--- src/rtl/xlat_pkg.sv ---
package xlat_pkg;
  localparam int unsigned VA_W   = 14;
  localparam int unsigned PA_W   = 12;
  localparam int unsigned OFF_W  = 6;
  localparam int unsigned VPN_W  = VA_W - OFF_W;
  localparam int unsigned PPN_W  = PA_W - OFF_W;
  localparam int unsigned MEM_AW = 12;
  localparam int unsigned PTE_W  = PPN_W + 4;
  localparam int unsigned PTE_V  = PPN_W + 3;

  // field order matches the entry's low bits so a cast decodes it
  typedef struct packed {
    logic             sup;
    logic             rd;
    logic             wr;
    logic [PPN_W-1:0] ppn;
  } tlb_data_t;

  typedef enum logic [2:0] {
    ST_IDLE, ST_LOOK, ST_MREQ, ST_MWAIT, ST_RESP
  } xlat_state_e;

  function automatic logic access_ok(tlb_data_t d, logic is_write, logic is_user);
    return !(is_user && d.sup) && (is_write ? d.wr : d.rd);
  endfunction
endpackage

--- src/rtl/xlat_victim.sv ---
module xlat_victim #(
  parameter int unsigned NUM_WAYS = 4,
  localparam int unsigned WAY_W = $clog2(NUM_WAYS)
) (
  input  logic [NUM_WAYS-1:0] valid_i,
  input  logic [WAY_W-1:0]    rr_i,
  output logic [WAY_W-1:0]    way_o,
  output logic                use_rr_o
);
  // lowest empty way wins, otherwise the round-robin pointer
  always_comb begin
    use_rr_o = 1'b1;
    way_o    = rr_i;
    for (int w = NUM_WAYS - 1; w >= 0; w--) begin
      if (!valid_i[w]) begin
        use_rr_o = 1'b0;
        way_o    = WAY_W'(w);
      end
    end
  end
endmodule

--- src/rtl/xlat_tlb.sv ---
module xlat_tlb import xlat_pkg::*; #(
  parameter int unsigned NUM_SETS = 4,
  parameter int unsigned NUM_WAYS = 4,
  parameter int unsigned TAG_W    = 6,
  localparam int unsigned SET_W = $clog2(NUM_SETS),
  localparam int unsigned WAY_W = $clog2(NUM_WAYS)
) (
  input  logic             clk_i,
  input  logic             rst_ni,
  input  logic             flush_i,
  input  logic [SET_W-1:0] lk_set_i,
  input  logic [TAG_W-1:0] lk_tag_i,
  output logic             hit_o,
  output tlb_data_t        hit_data_o,
  input  logic             fill_i,
  input  logic [SET_W-1:0] fill_set_i,
  input  logic [TAG_W-1:0] fill_tag_i,
  input  tlb_data_t        fill_data_i
);
  logic [NUM_WAYS-1:0] valid_q [NUM_SETS];
  logic [TAG_W-1:0]    tag_q   [NUM_SETS][NUM_WAYS];
  tlb_data_t           data_q  [NUM_SETS][NUM_WAYS];
  logic [WAY_W-1:0]    rr_q    [NUM_SETS];
  logic [NUM_WAYS-1:0] way_hit;
  logic [WAY_W-1:0]    vic_way;
  logic                vic_rr;

  for (genvar w = 0; w < NUM_WAYS; w++) begin : g_cmp
    assign way_hit[w] = valid_q[lk_set_i][w] && (tag_q[lk_set_i][w] == lk_tag_i);
  end

  always_comb begin
    hit_data_o = '0;
    for (int w = 0; w < NUM_WAYS; w++) begin
      if (way_hit[w]) hit_data_o = tlb_data_t'(hit_data_o | data_q[lk_set_i][w]);
    end
  end
  assign hit_o = |way_hit;

  xlat_victim #(.NUM_WAYS(NUM_WAYS)) i_victim (
    .valid_i (valid_q[fill_set_i]),
    .rr_i    (rr_q[fill_set_i]),
    .way_o   (vic_way),
    .use_rr_o(vic_rr)
  );

  always_ff @(posedge clk_i or negedge rst_ni) begin
    if (!rst_ni) begin
      for (int s = 0; s < NUM_SETS; s++) begin
        valid_q[s] <= '0;
        rr_q[s]    <= '0;
      end
    end else if (flush_i) begin
      for (int s = 0; s < NUM_SETS; s++) begin
        valid_q[s] <= '0;
        rr_q[s]    <= '0;
      end
    end else if (fill_i) begin
      valid_q[fill_set_i][vic_way] <= 1'b1;
      if (vic_rr) begin
        rr_q[fill_set_i] <= (rr_q[fill_set_i] == WAY_W'(NUM_WAYS - 1)) ? '0
                                                                       : rr_q[fill_set_i] + 1'b1;
      end
    end
  end

  always_ff @(posedge clk_i) begin
    if (fill_i && !flush_i) begin
      tag_q[fill_set_i][vic_way]  <= fill_tag_i;
      data_q[fill_set_i][vic_way] <= fill_data_i;
    end
  end


  flush_clear_chk: assert property (@(posedge clk_i) disable iff (!rst_ni)
    flush_i |=> !hit_o);


  hit_unique_chk: assert property (@(posedge clk_i) disable iff (!rst_ni)
    $onehot0(way_hit));
endmodule

--- src/rtl/xlat_unit.sv ---
module xlat_unit import xlat_pkg::*; #(
  parameter int unsigned TLB_SETS = 4,
  parameter int unsigned TLB_WAYS = 4
) (
  input  logic              clk_i,
  input  logic              rst_ni,
  input  logic              flush_i,
  input  logic [MEM_AW-1:0] ptbr_i,
  input  logic              req_valid_i,
  output logic              req_ready_o,
  input  logic [VA_W-1:0]   req_vaddr_i,
  input  logic              req_write_i,
  input  logic              req_user_i,
  output logic              rsp_valid_o,
  input  logic              rsp_ready_i,
  output logic [PA_W-1:0]   rsp_paddr_o,
  output logic              rsp_page_fault_o,
  output logic              rsp_prot_fault_o,
  output logic              mem_req_o,
  output logic [MEM_AW-1:0] mem_addr_o,
  input  logic              mem_rvalid_i,
  input  logic [PTE_W-1:0]  mem_rdata_i
);
  localparam int unsigned SET_W = $clog2(TLB_SETS);
  localparam int unsigned TAG_W = VPN_W - SET_W;

  xlat_state_e       state_q;
  logic [VA_W-1:0]   va_q;
  logic              wr_q, usr_q;
  logic [MEM_AW-1:0] base_q;
  logic [PA_W-1:0]   paddr_q;
  logic              pf_q, pv_q;

  logic [VPN_W-1:0]  vpn;
  logic [OFF_W-1:0]  off;
  logic              hit;
  tlb_data_t         hit_data, pte_data, chk_data;
  logic              pte_valid, fill, chk_ok;

  assign vpn       = va_q[VA_W-1:OFF_W];
  assign off       = va_q[OFF_W-1:0];
  assign pte_data  = tlb_data_t'(mem_rdata_i[PTE_W-2:0]);
  assign pte_valid = mem_rdata_i[PTE_V];
  assign fill      = (state_q == ST_MWAIT) && mem_rvalid_i && pte_valid;
  assign chk_data  = (state_q == ST_LOOK) ? hit_data : pte_data;
  assign chk_ok    = access_ok(chk_data, wr_q, usr_q);

  xlat_tlb #(.NUM_SETS(TLB_SETS), .NUM_WAYS(TLB_WAYS), .TAG_W(TAG_W)) i_tlb (
    .clk_i      (clk_i),
    .rst_ni     (rst_ni),
    .flush_i    (flush_i),
    .lk_set_i   (vpn[SET_W-1:0]),
    .lk_tag_i   (vpn[VPN_W-1:SET_W]),
    .hit_o      (hit),
    .hit_data_o (hit_data),
    .fill_i     (fill),
    .fill_set_i (vpn[SET_W-1:0]),
    .fill_tag_i (vpn[VPN_W-1:SET_W]),
    .fill_data_i(pte_data)
  );

  always_ff @(posedge clk_i or negedge rst_ni) begin
    if (!rst_ni) begin
      state_q <= ST_IDLE;
      va_q    <= '0;
      wr_q    <= 1'b0;
      usr_q   <= 1'b0;
      base_q  <= '0;
      paddr_q <= '0;
      pf_q    <= 1'b0;
      pv_q    <= 1'b0;
    end else begin
      unique case (state_q)
        ST_IDLE: if (req_valid_i) begin
          va_q    <= req_vaddr_i;
          wr_q    <= req_write_i;
          usr_q   <= req_user_i;
          base_q  <= ptbr_i;
          state_q <= ST_LOOK;
        end
        ST_LOOK: if (hit) begin
          pf_q    <= 1'b0;
          pv_q    <= !chk_ok;
          paddr_q <= chk_ok ? {chk_data.ppn, off} : '0;
          state_q <= ST_RESP;
        end else begin
          state_q <= ST_MREQ;
        end
        ST_MREQ: state_q <= ST_MWAIT;
        ST_MWAIT: if (mem_rvalid_i) begin
          pf_q    <= !pte_valid;
          pv_q    <= pte_valid && !chk_ok;
          paddr_q <= (pte_valid && chk_ok) ? {chk_data.ppn, off} : '0;
          state_q <= ST_RESP;
        end
        ST_RESP: if (rsp_ready_i) state_q <= ST_IDLE;
        default: state_q <= ST_IDLE;
      endcase
    end
  end

  assign req_ready_o      = (state_q == ST_IDLE);
  assign rsp_valid_o      = (state_q == ST_RESP);
  assign rsp_paddr_o      = paddr_q;
  assign rsp_page_fault_o = pf_q;
  assign rsp_prot_fault_o = pv_q;
  assign mem_req_o        = (state_q == ST_MREQ);
  assign mem_addr_o       = base_q + MEM_AW'(vpn);


  rsp_hold_chk: assert property (@(posedge clk_i) disable iff (!rst_ni)
    rsp_valid_o && !rsp_ready_i |=> rsp_valid_o && $stable(rsp_paddr_o)
                                    && $stable(rsp_page_fault_o) && $stable(rsp_prot_fault_o));


  accept_busy_chk: assert property (@(posedge clk_i) disable iff (!rst_ni)
    req_valid_i && req_ready_o |=> !req_ready_o);


  mem_pulse_chk: assert property (@(posedge clk_i) disable iff (!rst_ni)
    mem_req_o |=> !mem_req_o);


  fault_excl_chk: assert property (@(posedge clk_i) disable iff (!rst_ni)
    rsp_valid_o |-> !(rsp_page_fault_o && rsp_prot_fault_o));


  fault_zero_chk: assert property (@(posedge clk_i) disable iff (!rst_ni)
    rsp_valid_o && (rsp_page_fault_o || rsp_prot_fault_o) |-> rsp_paddr_o == '0);
endmodule

--- config.mk ---
export PLATFORM = sky130hd
export DESIGN_NAME = xlat_unit
export DESIGN_NICKNAME = d
export VERILOG_FILES = /design/src/rtl/xlat_pkg.sv /design/src/rtl/xlat_victim.sv /design/src/rtl/xlat_tlb.sv /design/src/rtl/xlat_unit.sv
export SDC_FILE = /design/constraint.sdc
export NUM_CORES = 1
export LEC_CHECK = 0
export BUFFER_PORTS_ARGS = -buffer_cell sky130_fd_sc_hd__buf_2
export CAP_MARGIN = 5
export CORE_MARGIN = 10
export CORE_UTILIZATION = 29
export DETAILED_ROUTE_END_ITERATION = 8
export PLACE_DENSITY = 0.55
export SLEW_MARGIN = 40
export SYNTH_ARGS = -nofsm -noshare
export SYNTH_HDL_FRONTEND = slang
export SYNTH_SLANG_ARGS = --single-unit
--- constraint.sdc ---
create_clock -name clk_i -period 9.8 [get_ports clk_i]
set_input_delay 0.49 -clock clk_i [delete_from_list [all_inputs] [get_ports clk_i]]
set_output_delay 0.49 -clock clk_i [all_outputs]
set_load 0.02 [all_outputs]
# == Word level (Yosys, flattened, before mapping) ==
# Memory sizes are Yosys's and may differ from the RTL's.
# Index checks and enable logic that the tools add are counted.
# totals
n_memories,2
ramBits,240
output_inout_bits,29
ff_bits,69
# mem_list
memory,depth,word_bits,read_ports,rd_clocked_by_memory_dff,write_ports,line_no,rtl
i_tlb.data_q,4,36,1,0,1,xlat_tlb.sv:22,tlb_data_t data_q [NUM_SETS][NUM_WAYS];
i_tlb.tag_q,4,24,1,0,1,xlat_tlb.sv:21,logic [TAG_W-1:0] tag_q [NUM_SETS][NUM_WAYS];
# op_classes
magnitude_cmp,6
n_bitwise,6
mux,56
n_addsub,2
n_reduce_logical,27
eq_ne,13
# ops
cell,n
two-way mux 9 bit,6
two-way mux 12 bit,4
two-way mux 36 bit,1
two-way mux 16 bit,2
OR 9 bit,3
equality test 6 bit,4
two-way mux 24 bit,1
two-way mux 8 bit,3
one-hot mux 12 bit (2 select lines),1
demux 9 bit (select 2 bit),1
two-way mux 2 bit,8
OR 16 bit,1
one-hot mux 3 bit (5 select lines),1
logical AND 1 bit,14
adder 12 x 8 -> 12 bit,1
demux 6 bit (select 2 bit),1
two-way mux 3 bit,4
two-way mux 4 bit,3
two-way mux 1 bit,11
binary-select mux 4 bit (select 2 bit),1
bitwise mux 8 bit,1
demux 4 bit (select 2 bit),1
equality test 3 x 2 -> 1 bit (second input constant),2
greater-or-equal comparator 3 bit (second input constant),2
21 further kinds,33

# == Logic depth before layout (Yosys ltp) ==
# logic_depth
depth_word,20
ltp_mapped,13
depth_no_buf,11

# == Hierarchy ==
# From an unflattened synthesis, not the netlist that was laid out.
# unflattened
cells_unflattened,739
area_unflattened_um2,12952.4
# modules_own_cells
mod,area_per_inst_um2,cells_each,n_inst
xlat_tlb,10626.4,548,1
xlat_unit,2284.7,184,1
xlat_victim,41.3,7,1

# == Worst setup path before layout ==
# OpenSTA, ideal clock, no wires.
# synth_timing
path_kind,reg2reg
start,register va_q[6]
end,"memory i_tlb.data_q[1][27] (netlist bit), enable pin"
path_stages_with_launch,13
path_slack_ps,6228
required_ps,9414
setup_ps,386
path_buffers,6
arrival_time_ps,3186
period_less_slack_ps,3572
path_cell_list,dfrtp_1 > buf_6 > buf_12 > buf_8 > buf_6 > buf_4 > buf_2 > mux4_2 > o21ai_0 > nand2_1 > nand2_1 > nand2_1 > nor2_1
# synth_via
elab_chain_cells,14
word_cells_on_any_way,18
classes_between,order compare (2); mux (13); bitwise (2); reduce/logical (1)
# synth_lines
element,line_no,rtl
from (decl),xlat_unit.sv:28,logic [VA_W-1:0] va_q;
from (signal assigned),xlat_unit.sv:75,va_q <= req_vaddr_i;
NOT 2 -> 3 bit (implied by the code),"xlat_tlb.sv:41, xlat_tlb.sv:42",
binary-select mux 2 bit (select 2 bit) / binary-select mux 4 bit (select 2 bit) (equally long branches),"xlat_tlb.sv:42, xlat_tlb.sv:41",
two-way mux 2 bit (implied by the code) / two-way mux 4 bit (equally long branches) (2 in series),-,
two-way mux 2 bit (4 in series),xlat_victim.sv:15,if (!valid_i[w]) begin
NOT 2 -> 3 bit (implied by the code),xlat_tlb.sv:70,data_q[fill_set_i][vic_way] <= fill_data_i;
greater-or-equal comparator 3 bit (implied by the code) / < comparator 3 x 1 -> 1 bit (equally long branches),xlat_tlb.sv:70,
logical AND 1 bit (implied by the code),xlat_tlb.sv:70,
two-way mux 9 bit (implied by the code),xlat_tlb.sv:70,
demux 9 bit (select 2 bit),xlat_tlb.sv:70,
two-way mux 36 bit (implied by the code),xlat_tlb.sv:70,
to (decl),xlat_tlb.sv:22,
# Parallel ways exist; a longest one is shown, timed or not. The select of a mux whose other input is x is not followed.

# == Final worst setup path ==
# layout_timing
start,register va_q[7]
end,output mem_addr_o[10]
# layout_via
elab_chain_cells,1
# layout_lines
element,line_no,rtl
adder 12 x 8 -> 12 bit,xlat_unit.sv:108,assign mem_addr_o = base_q + MEM_AW'(vpn);
to (decl),xlat_unit.sv:20,"output logic [MEM_AW-1:0] mem_addr_o,"
# Every way passes these cells.

==> run_results.csv <==
group,metric,value,unit
place,gp_congestion,0.758,
worst_setup_path,cp_num_buf_inv,2,
synthesis,synth.net_count,820,
worst_setup_path,rrSetupSlack,5.60,ns
power,leakagePower,5.21,nW
sta,worst_pin_slew,0.848,ns
clock_tree,cts_resized,0,
worst_setup_path,worstPathArrival,4.22,ns
sta,setup_viol,0,
worst_setup_path,crit_path_frequent_cell,"o21ai_0",
synthesis,syn_area,12800,um2
clock_tree,clock_latency,0.57,ns
global_routing,grt.total_usage,11.3,%
clock_tree,postCtsSetupRepairBufs,0,
synthesis,synth_top_area_cell,"edfxtp_1",
layout,drive_above_1_share,25.9,%
sta,setup_tns,0,ns
place,numPortBuffers,72,
floorplan,rows,77,
synthesis,synth-seq-cells,309,
floorplan,die_w,230,um
drt,drt-initial-drc-count,483,
drt,drt_pre_antenna_iters,4,
flow_run,maxCapViolations,0,
layout,final_common_cell,"edfxtp_1",
drt,via_per_inst,4.71,
floorplan,io_pins,73,
worst_setup_path,start_kind,"register",
drt,wl_per_cell,20.7,um
synthesis,synth_cells,766,
clock_tree,cts_tree,"done",
clock_tree,cts_num_sinks,309,
sta,slew_headroom,43.3,%
global_routing,grt_pass1_wl,46000,um
global_routing,grt_pass1_vias,6999,
drt,drc,0,
global_routing,antenna_found_initial,1,
global_routing,grt_max_degree,61,
worst_setup_path,cp_data_required_time,9.31,ns
place,hpwlAfterDp,19200,um
sta,hold_viol,0,
floorplan,core-area,43900,um2
clock_tree,h-tree-depth,1,
worst_setup_path,cp_slowest_stage_delay,0.82,ns
layout,final_util,34.1,%
synthesis,synth_seq_area_share,69.6,%
layout,seqCellArea,8940,um2
sta,skew,0.0247,ns
worst_setup_path,path_max_fanout,26,
layout,nets,910,
floorplan,fp.dieH,230,um
clock_tree,path_clk_slew,0.06,ns
synthesis,synth.distinct_cells,58,
sta,report.final.slew_viol_count,0,
worst_hold_path,hp-class,"input port to register",
layout,final_cell_mix,"240 x edfxtp_1, 71 x buf_2, 64 x dfrtp_1",
layout,fill_cells,4236,
sta,period_share,48.0,%
worst_hold_path,worstHoldStart,"req_vaddr_i[1]",
synthesis,syn_area_per_cell,16.7,um2
run_status,status,"complete, no violations",
clock_tree,cts_hold_buffers,1,
worst_setup_path,reg2reg_from,"va_q[7]",
clock_tree,cts_buffers,31,
synthesis,yosysWarnings,0,
synthesis,synthFlopType,"edfxtp_1",
worst_setup_path,path_class,"register to primary output",
synthesis,synth_top_cell_area_share,56.2,%
floorplan,dieArea,53100,um2
worst_setup_path,r2r_end,"rsp_paddr_o[9]",
clock_tree,clk_path_buf_depth,3,
worst_setup_path,cp_slowest_cell,"dfrtp_2",
layout,area_delta_synth_final,16.8,%
drt,wl,30500,um
sta,rsz0062_at_grt,"false",
floorplan,start_util,29.2,%
worst_setup_path,path_cells,"clkinv_1, fa_1, nor2b_1, o21ai_0, a21boi_0, o21ai_0, a21boi_0, o21ai_0, a21oi_1, xor2_1, buf_2",
synthesis,synth_area_leaders,"edfxtp_1 56%, dfrtp_1 13%, mux4_2 8.6%",
drt,route.vias.total,6940,
power,p_per_area,282,nW/um2
global_routing,grt_remaining_overflow,0,
layout,multiInputGateArea,3530,um2
drt,ant_nets,0,
worst_hold_path,holdPathStages,3,
synthesis,synth-edff-count,240,
worst_hold_path,hold_end,"va_q[1]",
worst_setup_path,reg2regPathDepth,8,
clock_tree,cts_root_buf,"clkbuf_16",
worst_setup_path,cp_top_family,"compound AO/OA/AOI/OAI gates",
sta,max_freq,212,MHz
synthesis,synthArstFlopShare,22.3,%
worst_setup_path,endpoint_kind,"primary output",
power,ir_worst_vdd,0.138,mV
sta,fin_crit,4.71,ns
==> routing by layer <==
layer / global-route usage, % / up-vias / wire (um)
met5: 0 / - / 13
met4: 3.02 / 2 / 490
met3: 1.75 / 36 / 1240
met2: 18.5 / 148 / 14900
met1: 15.3 / 3632 / 13900
li1: - / 3122 / -
==> per-stage QoR <==
stage | instance area, um2 | power (mW) | hold slack (ns) | setup slack (ns) | std cells
floorplan | 12800 | 2.67 | 0.194 | 6.23 | 766
global placement | 13900 | 3.04 | 0.324 | 4.96 | 1413
detailed placement | 13900 | 3.06 | 0.327 | 5.37 | 1414
CTS | 15000 | 4.28 | 0.0997 | 5.04 | 1471
global route | 15000 | 4.45 | 0.142 | 4.74 | 1471
finish | 15000 | 4.23 | 0.126 | 5.09 | 1472
==> cell usage after synthesis (9+ instances only) <==
cell type,number
edfxtp_1,240
o21ai_0,25
mux4_2,49
o22ai_1,16
nand3_1,17
xnor2_1,19
buf_2,10
inv_1,43
dfrtp_1,69
clkbuf_1,15
xor2_1,23
nor2_1,41
ha_1,9
o2bb2ai_1,9
mux2i_1,26
mux2_2,19
nand2_1,39
==> how the worst max path moves through the flow <==
stage,from,to,slack [ns],depth (start not counted)
detailed placement,va_q[6],rsp_paddr_o[9],5.37,8
finish,va_q[7],mem_addr_o[10],5.09,11
floorplan,va_q[6],i_tlb.data_q[1][27],6.23,12
global placement,va_q[6],i_tlb.tag_q[1][1],4.96,9
global route,va_q[7],mem_addr_o[10],4.74,11
CTS,va_q[7],mem_addr_o[10],5.04,11
==> cell type report <==
class | count | share of cell area (%)
antenna | 1 | 0.0167
clock buffer | 42 | 5.59
clock inverter | 14 | 1.34
inverter | 44 | 1.10
multi-input combinational | 374 | 23.6
sequential | 309 | 59.7
tap | 592 | 4.94
timing repair buffer | 96 | 3.77
==> kinds of logic after synthesis <==
logic type / count (synthesis) / share of synthesized area [%]
fa+ha+maj: 10 / 1.03
xor+xnor: 42 / 2.87
buf+inv: 83 / 3.00
compound gates: 90 / 4.96
flops: 309 / 69.6
simple gates: 131 / 4.77
mux: 101 / 13.7
==> state kept, by name, summed over array words and instances, names as in the netlist, 3 cells and up <==
name	cells
rsp_paddr_o	12
base_q	12
i_tlb.valid_q	16
va_q	14
i_tlb.tag_q	96
state_q	3
i_tlb.rr_q	8
i_tlb.data_q	144
==> power breakdown <==
group | leakage [nW] | total, mW | switching, mW | internal, mW
sequential | 3.05 | 1.74 | 0.174 | 1.57
combinational | 1.66 | 1.27 | 0.722 | 0.547
clock | 0.501 | 1.22 | 0.492 | 0.727
==> worst reg2reg max path: stages, from the launching register on <==
cell     delay, ns
dfrtp_2       0.82
buf_4         0.68
mux4_2        0.40
nand4_1       0.17
o22ai_2       0.58
a32oi_1       0.18
and3_1        0.22
o41a_1        0.67
o32ai_1       0.38
Note: power is estimated with default switching activity, not from simulation.
